--- src/rtl/xint_pkg.sv ---
package xint_pkg;

   typedef enum logic [1:0] {
      EDGE_FALL = 2'd0,
      EDGE_RISE = 2'd1,
      EDGE_PROG = 2'd2
   } edge_mode_e;

   localparam int XINT_LINES   = 7;
   localparam int XINT_ACKED   = 6;
   localparam int XINT_SW_BASE = 2;   // first line visible in the request register

   // fixed sensitivity of each line at the detector
   function automatic edge_mode_e line_mode(input int k);
      if (k < 2)       return EDGE_FALL;
      else if (k < 4)  return EDGE_PROG;
      else             return EDGE_RISE;
   endfunction

   // lines whose source is inverted before detection
   function automatic bit line_inverted(input int k);
      return (k == 5) || (k == 6);
   endfunction

   // lines cleared by the service acknowledge
   function automatic bit line_acked(input int k);
      return k < XINT_ACKED;
   endfunction

   // lines software can read and write
   function automatic bit line_sw(input int k);
      return k >= XINT_SW_BASE;
   endfunction

   // which polarity bit a programmable line uses
   function automatic int line_pol_idx(input int k);
      return (k == 3) ? 1 : 0;
   endfunction

   function automatic logic [XINT_LINES-1:0] inv_mask();
      logic [XINT_LINES-1:0] m;
      m = '0;
      for (int k = 0; k < XINT_LINES; k++) m[k] = line_inverted(k);
      return m;
   endfunction

endpackage

--- src/rtl/xint_sync.sv ---
module xint_sync #(
   parameter int WIDTH  = 7,
   parameter int STAGES = 2
) (
   input  logic             clk,
   input  logic             rst_n,
   input  logic [WIDTH-1:0] d,
   output logic [WIDTH-1:0] q
);

   logic [STAGES-1:0][WIDTH-1:0] chain_q;

   generate
      if (STAGES < 2) begin : g_bad
         $error("xint_sync needs at least two stages");
      end
   endgenerate

   always_ff @(posedge clk or negedge rst_n) begin
      if (!rst_n) chain_q <= '0;
      else        chain_q <= {chain_q[STAGES-2:0], d};
   end

   assign q = chain_q[STAGES-1];

endmodule

--- src/rtl/xint_edge.sv ---
module xint_edge
   import xint_pkg::*;
#(
   parameter edge_mode_e MODE = EDGE_RISE
) (
   input  logic clk,
   input  logic rst_n,
   input  logic level,
   input  logic pol_rise,
   output logic hit
);

   logic prev_q;
   logic rise;
   logic fall;

   always_ff @(posedge clk or negedge rst_n) begin
      if (!rst_n) prev_q <= 1'b0;
      else        prev_q <= level;
   end

   assign rise = level & ~prev_q;
   assign fall = ~level & prev_q;

   generate
      if (MODE == EDGE_PROG) begin : g_prog
         assign hit = pol_rise ? rise : fall;
      end else if (MODE == EDGE_RISE) begin : g_rise
         logic pol_unused;
         assign pol_unused = pol_rise;
         assign hit = rise;
      end else begin : g_fall
         logic pol_unused;
         assign pol_unused = pol_rise;
         assign hit = fall;
      end
   endgenerate

   AST_HIT_NEEDS_CHANGE: assert property (@(posedge clk) disable iff (!rst_n)
      hit |-> (level != prev_q));

endmodule

--- src/rtl/xint_flag.sv ---
module xint_flag #(
   parameter bit HAS_ACK = 1'b1
) (
   input  logic clk,
   input  logic rst_n,
   input  logic set,
   input  logic ack,
   input  logic sw_we,
   input  logic sw_val,
   output logic flag
);

   logic ack_eff;

   generate
      if (HAS_ACK) begin : g_ack
         assign ack_eff = ack;
      end else begin : g_noack
         logic ack_unused;
         assign ack_unused = ack;
         assign ack_eff    = 1'b0;
      end
   endgenerate

   // edge beats software, software beats acknowledge
   always_ff @(posedge clk or negedge rst_n) begin
      if (!rst_n)       flag <= 1'b0;
      else if (set)     flag <= 1'b1;
      else if (sw_we)   flag <= sw_val;
      else if (ack_eff) flag <= 1'b0;
   end

   AST_SET_WINS: assert property (@(posedge clk) disable iff (!rst_n)
      set |=> flag);

   AST_SW_BEATS_ACK: assert property (@(posedge clk) disable iff (!rst_n)
      (sw_we && !set) |=> (flag == $past(sw_val)));

   AST_ACK_CLEARS: assert property (@(posedge clk) disable iff (!rst_n)
      (HAS_ACK && ack && !set && !sw_we) |=> !flag);

   AST_FLAG_HOLDS: assert property (@(posedge clk) disable iff (!rst_n)
      (!set && !sw_we && !(HAS_ACK && ack)) |=> $stable(flag));

endmodule

--- src/rtl/xint_sfr.sv ---
module xint_sfr #(
   parameter int             ADDR_W   = 8,
   parameter int             DATA_W   = 8,
   parameter logic [ADDR_W-1:0] POL_ADDR = 8'hC8,
   parameter logic [ADDR_W-1:0] REQ_ADDR = 8'hC0,
   parameter int             POL_LO   = 5,
   parameter int             REQ_LSB  = 1,
   parameter int             REQ_N    = 5
) (
   input  logic              clk,
   input  logic              rst_n,
   input  logic [ADDR_W-1:0] addr,
   input  logic              wr,
   input  logic [DATA_W-1:0] wdata,
   output logic [DATA_W-1:0] rdata,
   input  logic [REQ_N-1:0]  req_flags,
   output logic [1:0]        pol_rise,
   output logic              req_we,
   output logic [REQ_N-1:0]  req_wval
);

   localparam logic [DATA_W-1:0] REQ_MASK = {{(DATA_W-REQ_N){1'b0}}, {REQ_N{1'b1}}} << REQ_LSB;
   localparam logic [DATA_W-1:0] POL_MASK = {{(DATA_W-2){1'b0}}, 2'b11} << POL_LO;

   logic pol_we;
   logic spare_unused;

   generate
      if (REQ_LSB + REQ_N > DATA_W) begin : g_bad_req
         $error("request field does not fit the data width");
      end
      if (POL_LO + 2 > DATA_W) begin : g_bad_pol
         $error("polarity field does not fit the data width");
      end
   endgenerate

   assign pol_we   = wr && (addr == POL_ADDR);
   assign req_we   = wr && (addr == REQ_ADDR);
   assign req_wval = wdata[REQ_LSB +: REQ_N];
   assign spare_unused = ^(wdata & ~(REQ_MASK | POL_MASK));

   always_ff @(posedge clk or negedge rst_n) begin
      if (!rst_n)      pol_rise <= 2'b00;
      else if (pol_we) pol_rise <= wdata[POL_LO +: 2];
   end

   always_comb begin
      rdata = '0;
      if (addr == POL_ADDR)      rdata[POL_LO +: 2]       = pol_rise;
      else if (addr == REQ_ADDR) rdata[REQ_LSB +: REQ_N] = req_flags;
   end

   AST_REQ_SPARE_ZERO: assert property (@(posedge clk) disable iff (!rst_n)
      (addr == REQ_ADDR) |-> ((rdata & ~REQ_MASK) == '0));

   AST_POL_HOLD: assert property (@(posedge clk) disable iff (!rst_n)
      !(wr && addr == POL_ADDR) |=> $stable(pol_rise));

endmodule

--- src/rtl/xint_flag_ctrl.sv ---
module xint_flag_ctrl
   import xint_pkg::*;
#(
   parameter int             NUM_LINES   = 7,
   parameter int             NUM_ACK     = 6,
   parameter int             SYNC_STAGES = 2,
   parameter int             ADDR_W      = 8,
   parameter int             DATA_W      = 8,
   parameter logic [ADDR_W-1:0] POL_ADDR = 8'hC8,
   parameter logic [ADDR_W-1:0] REQ_ADDR = 8'hC0
) (
   input  logic                 clk,
   input  logic                 rst_n,
   input  logic [NUM_LINES-1:0] irq_src,
   input  logic [NUM_ACK-1:0]   irq_ack,
   input  logic [ADDR_W-1:0]    sfr_addr,
   input  logic                 sfr_wr,
   input  logic [DATA_W-1:0]    sfr_wdata,
   output logic [DATA_W-1:0]    sfr_rdata,
   output logic [NUM_LINES-1:0] irq_pend
);

   localparam int REQ_N   = NUM_LINES - XINT_SW_BASE;
   localparam int REQ_LSB = 1;
   localparam int L6_BIT  = REQ_LSB + (NUM_LINES - 1 - XINT_SW_BASE);

   logic [NUM_LINES-1:0] src_norm;
   logic [NUM_LINES-1:0] lvl_sync;
   logic [NUM_LINES-1:0] hit;
   logic [1:0]           pol_rise;
   logic                 req_we;
   logic [REQ_N-1:0]     req_wval;

   generate
      if (NUM_LINES != XINT_LINES) begin : g_bad_lines
         $error("line count must match the package map");
      end
      if (NUM_ACK != XINT_ACKED) begin : g_bad_ack
         $error("acknowledge count must match the package map");
      end
   endgenerate

   assign src_norm = irq_src ^ inv_mask();

   xint_sync #(
      .WIDTH  (NUM_LINES),
      .STAGES (SYNC_STAGES)
   ) u_sync (
      .clk   (clk),
      .rst_n (rst_n),
      .d     (src_norm),
      .q     (lvl_sync)
   );

   xint_sfr #(
      .ADDR_W   (ADDR_W),
      .DATA_W   (DATA_W),
      .POL_ADDR (POL_ADDR),
      .REQ_ADDR (REQ_ADDR),
      .POL_LO   (5),
      .REQ_LSB  (REQ_LSB),
      .REQ_N    (REQ_N)
   ) u_sfr (
      .clk       (clk),
      .rst_n     (rst_n),
      .addr      (sfr_addr),
      .wr        (sfr_wr),
      .wdata     (sfr_wdata),
      .rdata     (sfr_rdata),
      .req_flags (irq_pend[NUM_LINES-1:XINT_SW_BASE]),
      .pol_rise  (pol_rise),
      .req_we    (req_we),
      .req_wval  (req_wval)
   );

   generate
      for (genvar i = 0; i < NUM_LINES; i++) begin : g_line
         localparam edge_mode_e LMODE = line_mode(i);
         localparam bit         LACK  = line_acked(i);
         logic ack_i;
         logic we_i;
         logic val_i;

         if (LACK) begin : g_ack
            assign ack_i = irq_ack[i];
         end else begin : g_noack
            assign ack_i = 1'b0;
         end

         if (line_sw(i)) begin : g_sw
            assign we_i  = req_we;
            assign val_i = req_wval[i - XINT_SW_BASE];
         end else begin : g_nosw
            assign we_i  = 1'b0;
            assign val_i = 1'b0;
         end

         xint_edge #(
            .MODE (LMODE)
         ) u_edge (
            .clk      (clk),
            .rst_n    (rst_n),
            .level    (lvl_sync[i]),
            .pol_rise (pol_rise[line_pol_idx(i)]),
            .hit      (hit[i])
         );

         xint_flag #(
            .HAS_ACK (LACK)
         ) u_flag (
            .clk    (clk),
            .rst_n  (rst_n),
            .set    (hit[i]),
            .ack    (ack_i),
            .sw_we  (we_i),
            .sw_val (val_i),
            .flag   (irq_pend[i])
         );
      end
   endgenerate

   AST_L6_SW_CLEAR_ONLY: assert property (@(posedge clk) disable iff (!rst_n)
      $fell(irq_pend[NUM_LINES-1]) |->
         $past(sfr_wr && (sfr_addr == REQ_ADDR) && !sfr_wdata[L6_BIT]));

   AST_PEND_NEEDS_CAUSE: assert property (@(posedge clk) disable iff (!rst_n)
      $rose(irq_pend[0]) |-> $past(hit[0]));

endmodule

--- config.mk ---
export PLATFORM = sky130hd
export DESIGN_NAME = xint_flag_ctrl
export DESIGN_NICKNAME = d
export VERILOG_FILES = /design/src/rtl/xint_pkg.sv /design/src/rtl/xint_sync.sv /design/src/rtl/xint_edge.sv /design/src/rtl/xint_flag.sv /design/src/rtl/xint_sfr.sv /design/src/rtl/xint_flag_ctrl.sv
export SDC_FILE = /design/constraint.sdc
export NUM_CORES = 1
export LEC_CHECK = 0
export BUFFER_PORTS_ARGS = -buffer_cell sky130_fd_sc_hd__buf_4
export CORE_MARGIN = 2
export CORE_UTILIZATION = 45
export CTS_CLUSTER_SIZE = 25
export DETAILED_ROUTE_END_ITERATION = 12
export PLACE_DENSITY_LB_ADDON = 0.12
export SYNTH_ARGS = -nofsm -noshare
export SYNTH_HDL_FRONTEND = slang
export SYNTH_SLANG_ARGS = --single-unit
--- constraint.sdc ---
create_clock -name clk -period 2.9 [get_ports clk]
set_clock_uncertainty 0.05 [all_clocks]
set_input_delay 0 -clock clk [delete_from_list [all_inputs] [get_ports clk]]
set_output_delay 0 -clock clk [all_outputs]
set_load 0.03 [all_outputs]
# --- After elaboration in Yosys (flattened, before gate mapping) ---
# Cells that the tools add are included.
totals:
  ff_bits: 30
  inputBits: 32
  out_inout_bits: 15
  word_cells: 71
classes:
  n_eq_ne: 2
  muxes: 24
  bitwise_logic: 19
  n_reduce_logical: 9
ops:
  columns: ["cell", "n"]
  rows:
  - ["1-bit two-way mux", 22]
  - ["8-bit equality test (second input constant)", 2]
  - ["3-bit nonzero test", 4]
  - ["1-bit AND", 9]
  - ["1-bit NOT", 9]
  - ["2-bit nonzero test", 3]
  - ["5-bit two-way mux", 1]
  - ["4-bit two-way mux", 1]
  - ["1-bit logical AND", 2]
  - ["2-bit NOT", 1]

# --- Logic depth before layout (Yosys ltp) ---
# Gate-level depths: netlist of the first run.
depth:
  ltp_word: 4
  depth_mapped: 3
  ltp_nobuf: 3

# --- Hierarchy ---
# From an unflattened synthesis of the first run, not the netlist that was laid out.
hier_totals:
  cells_unflattened: 89
  hier_area_um2: 1229.9
modules_own_cells:
  columns: ["module", "instances", "cells_per_inst", "area_each_um2"]
  rows:
  - ["xint_sync", 1, 21, 402.9]
  - ["xint_sfr", 1, 26, 254.0]
  - ["xint_flag at g_line[0].u_flag ...", 6, 3, 38.8]
  - ["xint_edge at g_line[0].u_edge ...", 5, 2, 38.8]
  - ["xint_edge at g_line[2].u_edge ...", 2, 4, 47.5]
  - ["xint_flag at g_line[6].u_flag", 1, 3, 40.0]
  - ["xint_flag_ctrl", 1, 3, 11.3]

# --- Worst setup path before layout of the first run ---
# Ideal clock, no wire load.
synth_path:
  path_kind: "flip-flop to flip-flop"
  startpoint: "reg u_sfr.pol_rise[1]"
  endpoint: "reg g_line[3].u_flag.flag"
  setup_ps: 134
  arrival_ps: 843
  required_time_ps: 2716
  slack_ps: 1873
  stages_incl_launch_ff: 4
  path_buffers: 0
  cell_sequence: "dfrtp_1 and3b_1 a221oi_1 mux2i_1"
synth_via:
  elab_chain_cells: 2
synth_lines:
  columns: ["element", "line_no", "text"]
  rows:
  - ["start, declared", "xint_sfr.sv:17", "output logic [1:0] pol_rise,"]
  - ["start signal, assigned", "xint_sfr.sv:44", "else if (pol_we) pol_rise <= wdata[POL_LO +: 2];"]
  - ["1-bit two-way mux (*)", "xint_edge.sv:27", "assign hit = pol_rise ? rise : fall;"]
  - ["3-bit nonzero test (no source line) or 1-bit two-way mux (tied branches)", null, null]
  - ["end signal, assigned", "xint_flag.sv:29", "else if (sw_we) flag <= sw_val;"]
  - ["end, declared", "xint_flag.sv:10", "output logic flag"]
# Mark *: on every way between the ends. The rest lies on a longest branch, timed or not.
# A chain may end at the register's enable or synchronous reset.

# --- Final worst setup path of the first run ---
layout_path:
  startpoint: "reg u_sfr.pol_rise[0]"
  endpoint: "reg g_line[2].u_flag.flag"
layout_via:
  elab_chain_cells: 2
layout_lines:
  columns: ["element", "line_no"]
  rows:
  - ["1-bit two-way mux (*)", "xint_edge.sv:27"]
  - ["3-bit nonzero test (no source line) or 1-bit two-way mux (tied branches)", null]
  - ["end signal, assigned", "xint_flag.sv:29"]
  - ["end, declared", "xint_flag.sv:10"]
# Marks and branches as above.

==> impl_metrics.yaml, run 1 <==
logic_synthesis:
  synth_xor_area_share_pct: 0
  dominantRegCellSynth: "sky130_fd_sc_hd__dfrtp_1"
  post_synth_inst_count: 90
  synth_area_sq_um: 1170
  synth-compound-area-share_pct: 4.72
  yosys.area_share.simple_pct: 14.6
  synth_edf_count: 0
  synth.largest_area_cell: "sky130_fd_sc_hd__dfrtp_1"
  multiplexer_area_fraction_after_synthesis_pct: 7.07
  post-synth-top-area-fraction_pct: 64.3
  synth_sequential_area_ratio_pct: 64.3
  synth-async-reset-ratio_pct: 100
  netlist_top_cells_area: "sky130_fd_sc_hd__dfrtp_1, sky130_fd_sc_hd__buf_4, sky130_fd_sc_hd__mux2i_1"
  synthMostInstantiatedCell: "sky130_fd_sc_hd__dfrtp_1"
  yosys.area_share.adder_pct: 0
  ys_warn_count: 0
  yosysUniqueCellTypes: 20
  synth_commonest_cells: "sky130_fd_sc_hd__dfrtp_1, sky130_fd_sc_hd__inv_1, sky130_fd_sc_hd__buf_4"
  synth.ff_latch_count: 30
  largest_family_of_logic_cells_by_synthesized_area: "simple AND/OR/NAND/NOR gates"
  syn_area_per_cell_sq_um: 13.0
global_route:
  grt.total_usage_pct: 16.9
  first_global_vias: 860
  grt_remaining_overflow: 0
  grt_antenna_before_repair: 0
  grt_max_degree: 31
  first_pass_grt_wire_length_mm: 3.38
cts:
  post_cts.repair.setup_buffers: 0
  register_clock_pin_slew_on_the_reported_worst_setup_and_hold_paths_ns: 0.09
  clock-sinks: 30
  clock_tree_from_tritoncts: "done"
  cts_hold_buf: 21
  htree_num_levels: 2
  cts-root-to-sink-buffers: 2
  worst_skew_pair.late_latency_ns: 0.32
  clockRootBuffer: "sky130_fd_sc_hd__clkbuf_4"
  post_cts_resize_count: 0
  tritoncts.num_buffers: 5
setup_path:
  critical_path.reg2reg.startpoint: "u_sfr.pol_rise[0]"
  crit_path_cell_trace: "and3b_1 > a221oi_1 > mux2i_1 > dlygate4sd3_1"
  timing.rr.end: "g_line[2].u_flag.flag"
  critical_path.max_fanout: 4
  worst-endpoint-required_ns: 3.06
  path_buf_inv: 1
  critPathTopFamily: "buffers and inverters"
  timing.critical_path.from_type: "register"
  r2r_worst_path_depth: 4
  crit_slowest_cell: "sky130_fd_sc_hd__dlygate4sd3_1"
  critical_path_arrival_ns: 1.86
  setup.worst_path.end_class: "register"
  reg2reg_setup_slack_ns: 1.21
  delay_of_the_slowest_cell_on_the_worst_path_ns: 0.56
  critical_path_class: "register to register"
floorplan:
  die_area_sq_um: 3020
  num_io_pins: 47
  die_x_microns: 54.9
  floorplan.core_area_sq_um: 2480
  vertical_extent_of_the_die_microns: 54.9
  floorplan.initialDensity_pct: 47.1
  num_rows: 18
placed_design:
  gp_congestion: 0.670
  estimated_wirelength_of_the_detail_placed_design_mm: 1.48
  port_buffers: 42
sta:
  final-max-slew-violation-count: 0
  fin_crit_ns: 1.69
  unrepaired_setup_endpoints_after_global_routing: "no"
  hold_violations: 0
  final.period_utilization_pct: 58.4
  max_freq_mhz: 590
  setup_viol: 0
  setup_tns_ns: 0
  hold-worst-slack_ns: 0.0573
power:
  vdd.ir_drop.worst_v: 0.000369
  power_leakage_uw: 0.000883
  design_power_total_uw: 806
  power_density_nw_per_um2: 469
layout:
  numnets_final: 184
  fraction_of_layout_instances_using_a_drive_strength_above_1_pct: 37.7
  antennaDiodeCount: 0
  filler_cell_count: 199
  flow.area_growth_from_synthesis_pct: 47.2
route:
  vias: 848
  drt-wirelength-per-cell_microns: 11.6
  routed_wirelength_mm: 2.11
  drt-initial-drc-count: 5
  dr.pass1.iters: 4
  avgViaCountPerCell: 4.69
  drtAntennaViolNets: 0
  drc: 0
hold_path:
  hold_worst_path_end: "g_line[6].u_flag.flag"
  hold_path_depth: 4
  classification_of_the_worst_slack_hold_path: "input pin to register"
  worst_hold_startpoint: "sfr_addr[0]"
run_status:
  status: "completed"
flow_run:
  maxCapViolations: 0
worst max-delay path by stage:
stage | from | to | slack [ns] | cells after the start
6_report | u_sfr.pol_rise[0] | g_line[2].u_flag.flag | 1.21 | 4
5_1_grt | u_sfr.pol_rise[1] | g_line[3].u_flag.flag | 1.14 | 4
4_1_cts | u_sfr.pol_rise[0] | g_line[2].u_flag.flag | 1.22 | 4
3_5_place_dp | u_sfr.pol_rise[0] | g_line[2].u_flag.flag | 1.78 | 3
3_3_place_gp | sfr_addr[4] | u_sfr.pol_rise[1] | 1.81 | 4
2_1_floorplan | u_sfr.pol_rise[1] | g_line[3].u_flag.flag | 1.87 | 3
final cells by class:
| type | count | area [sq um] | area share [%] |
|---|---|---|---|
| clock buffers | 6 | 51.3 | 2.99 |
| inverters | 10 | 37.5 | 2.18 |
| multi-input cells | 42 | 315 | 18.4 |
| flip-flops and latches | 30 | 751 | 43.7 |
| well taps | 30 | 37.5 | 2.18 |
| repair buffers | 63 | 526 | 30.6 |
worst reg2reg max path, delay by kind of cell, from the launching register on:
kind            cells  cell delay, ns
compound gates      1            0.23
simple gates        1            0.21
buf+inv             1            0.56
flops               1            0.42
mux                 1            0.12
cell families after synthesis:
group | after synthesis
other | 1
AO/OA/AOI/OAI | 8
flip-flops | 30
multiplexers | 8
AND/OR/NAND/NOR | 24
buffers and inverters | 19
flip-flops by register name, summed over array words and instances (netlist names):
| name | flops |
|---|---|
| g_line.u_edge.prev_q | 7 |
| g_line.u_flag.flag | 7 |
| u_sync.chain_q | 7 |
| u_sync.q | 7 |
| u_sfr.pol_rise | 2 |
report_power, final:
group	internal, uW	total (uW)	switching [uW]
combinational	69.0	124	54.5
clock	109	229	120
sequential	442	454	12.3
total	620	806	187
through the flow:
stage,worst slack (ns),instance area [sq um],util [%],cells
2_1_floorplan,1.87,1170,-,91
3_5_place_dp,1.78,1460,58.8,154
5_1_grt,1.14,1720,69.3,181
3_3_place_gp,1.81,1460,58.8,154
6_report,1.21,1720,69.3,181
4_1_cts,1.22,1720,69.3,181
placed cells by master, fill, tap and decap left out, drive strengths merged:
master	netlist	routed
mux2i	6	6
conb	1	2
nor2	8	8
nand2	2	2
a211oi	2	2
and3	4	4
nor3	1	1
inv	10	10
and3b	2	2
nor4	1	1
dfrtp	30	30
nand3	1	1
mux2	2	2
nand4	1	1
buf	9	42
dlygate4sd3	0	21
clkbuf	0	6
o22ai	2	2
a21oi	2	2
nor2b	3	3
and4bb	1	1
a221oi	2	2
per-layer routing:
layer	routed length, microns	GRT usage (%)	vias up
met1	868	17.5	399
met3	169	6.45	4
met5	0	0	-
met2	1040	29.6	33
li1	-	-	412
met4	30	8.54	0
Note: power is estimated with default switching activity, not from simulation.
==> run 2: changes to the inputs <==
==> constraint.sdc (replaced) <==
create_clock -name clk -period 1.6 [get_ports clk]
set_clock_uncertainty 0.05 [all_clocks]
set_input_delay 0 -clock clk [delete_from_list [all_inputs] [get_ports clk]]
set_output_delay 0 -clock clk [all_outputs]
set_load 0.03 [all_outputs]
==> impl_metrics.yaml, run 2 (synthesized netlist as in run 1, its figures left out) <==
run_status:
  status: "completed"
power:
  power_leakage_uw: 0.000883
  power_density_nw_per_um2: 861
  vdd.ir_drop.worst_v: 0.000724
cts:
  clock_tree_from_tritoncts: "done"
  worst_skew_pair.late_latency_ns: 0.31
  tritoncts.num_buffers: 5
  clock-sinks: 30
  htree_num_levels: 2
  cts_hold_buf: 20
  register_clock_pin_slew_on_the_reported_worst_setup_and_hold_paths_ns: 0.08
  post_cts.repair.setup_buffers: 0
  clockRootBuffer: "sky130_fd_sc_hd__clkbuf_4"
  cts-root-to-sink-buffers: 2
  post_cts_resize_count: 0
route:
  routed_wirelength_mm: 2.09
  avgViaCountPerCell: 4.70
  drt-wirelength-per-cell_microns: 11.5
  drt-initial-drc-count: 4
  vias: 855
  drc: 0
  drtAntennaViolNets: 0
  dr.pass1.iters: 4
sta:
  hold-worst-slack_ns: 0.0271
  final.period_utilization_pct: 90.0
  hold_violations: 0
  max_freq_mhz: 695
  setup_tns_ns: 0
  unrepaired_setup_endpoints_after_global_routing: "no"
  setup_viol: 0
  fin_crit_ns: 1.44
  final-max-slew-violation-count: 0
layout:
  most_frequent_standard_cell_in_the_layout_excluding_fill_and_tap_cells: "sky130_fd_sc_hd__buf_4"
  multiInputGateArea_sq_um: 315
  antennaDiodeCount: 0
  fraction_of_layout_instances_using_a_drive_strength_above_1_pct: 38.2
  numnets_final: 183
  most_frequent_cells_in_the_layout: "sky130_fd_sc_hd__buf_4, sky130_fd_sc_hd__dfrtp_1, sky130_fd_sc_hd__dlygate4sd3_1"
  filler_cell_count: 205
  flow.area_growth_from_synthesis_pct: 47.1
  register_area_sq_um: 751
placed_design:
  gp_congestion: 0.667
  port_buffers: 42
  estimated_wirelength_of_the_detail_placed_design_mm: 1.43
global_route:
  grt_antenna_before_repair: 0
  grt.total_usage_pct: 16.1
  first_pass_grt_wire_length_mm: 3.19
  grt_max_degree: 31
  first_global_vias: 785
  grt_remaining_overflow: 0
setup_path:
  critical_path.max_fanout: 2
  critical_path_arrival_ns: 1.59
  worst-endpoint-required_ns: 1.75
  reg2reg_setup_slack_ns: 0.16
  setup.worst_path.end_class: "register"
  critical_path_class: "register to register"
  timing.critical_path.from_type: "register"
hold_path:
  classification_of_the_worst_slack_hold_path: "input pin to register"
floorplan:
  die_x_microns: 54.9
  num_rows: 18
  vertical_extent_of_the_die_microns: 54.9
  floorplan.core_area_sq_um: 2480
  num_io_pins: 47
  floorplan.initialDensity_pct: 47.1
  die_area_sq_um: 3020
flow_run:
  maxCapViolations: 0
==> run 2: layout make-up <==
cell class,instances,share of cell area [%]
clock inverter,1,0.292
tap,30,2.19
sequential,30,43.7
inverter,10,2.19
clock buffer,7,3.21
timing repair buffer,62,30.0
multi-input combinational,42,18.4
==> run 2: final timing paths <==
check | start | end | cells past startpoint
worst max-delay path | u_sync.q[4] | g_line[4].u_flag.flag | 4
worst min-delay path | irq_ack[3] | g_line[3].u_flag.flag | 4
worst max register to register | u_sync.q[4] | g_line[4].u_flag.flag | 4
worst min register to register | u_sync.chain_q[5] | u_sync.q[5] | 0
max in group asynchronous | rst_n | g_line[2].u_edge.prev_q | 2
min in group asynchronous | rst_n | u_sync.chain_q[3] | 2
==> run 2: report_power, final <==
group	total [uW]	switching, uW	internal (uW)
clock	438	225	213
sequential	823	22.4	800
combinational	218	96.8	121
==> run 2: critical path, cell delays in order (launching register included) <==
cell,delay (ns)
sky130_fd_sc_hd__dfrtp_1,0.38
sky130_fd_sc_hd__nor2b_1,0.14
sky130_fd_sc_hd__a21oi_1,0.12
sky130_fd_sc_hd__mux2i_1,0.09
sky130_fd_sc_hd__dlygate4sd3_1,0.56
==> run 2: routing by layer <==
layer / GRT usage [%] / up-vias / wire length, microns
li1: - / 415 / -
met1: 17.5 / 398 / 867
met2: 25.8 / 35 / 985
met3: 8.06 / 7 / 195
met4: 8.54 / 0 / 44
met5: 0 / - / 0
==> run 2: metrics by stage <==
step | std cells | total power [uW] | worst slack (ns) | utilization [%] | area, sq um
after floorplan | 91 | 931 | 0.573 | - | 1170
after global placement | 154 | 1010 | 0.508 | 58.8 | 1460
after detailed placement | 154 | 1020 | 0.480 | 58.8 | 1460
after CTS | 182 | 1510 | 0.162 | 69.3 | 1720
after global routing | 182 | 1560 | 0.0765 | 69.3 | 1720
final | 182 | 1480 | 0.160 | 69.3 | 1720
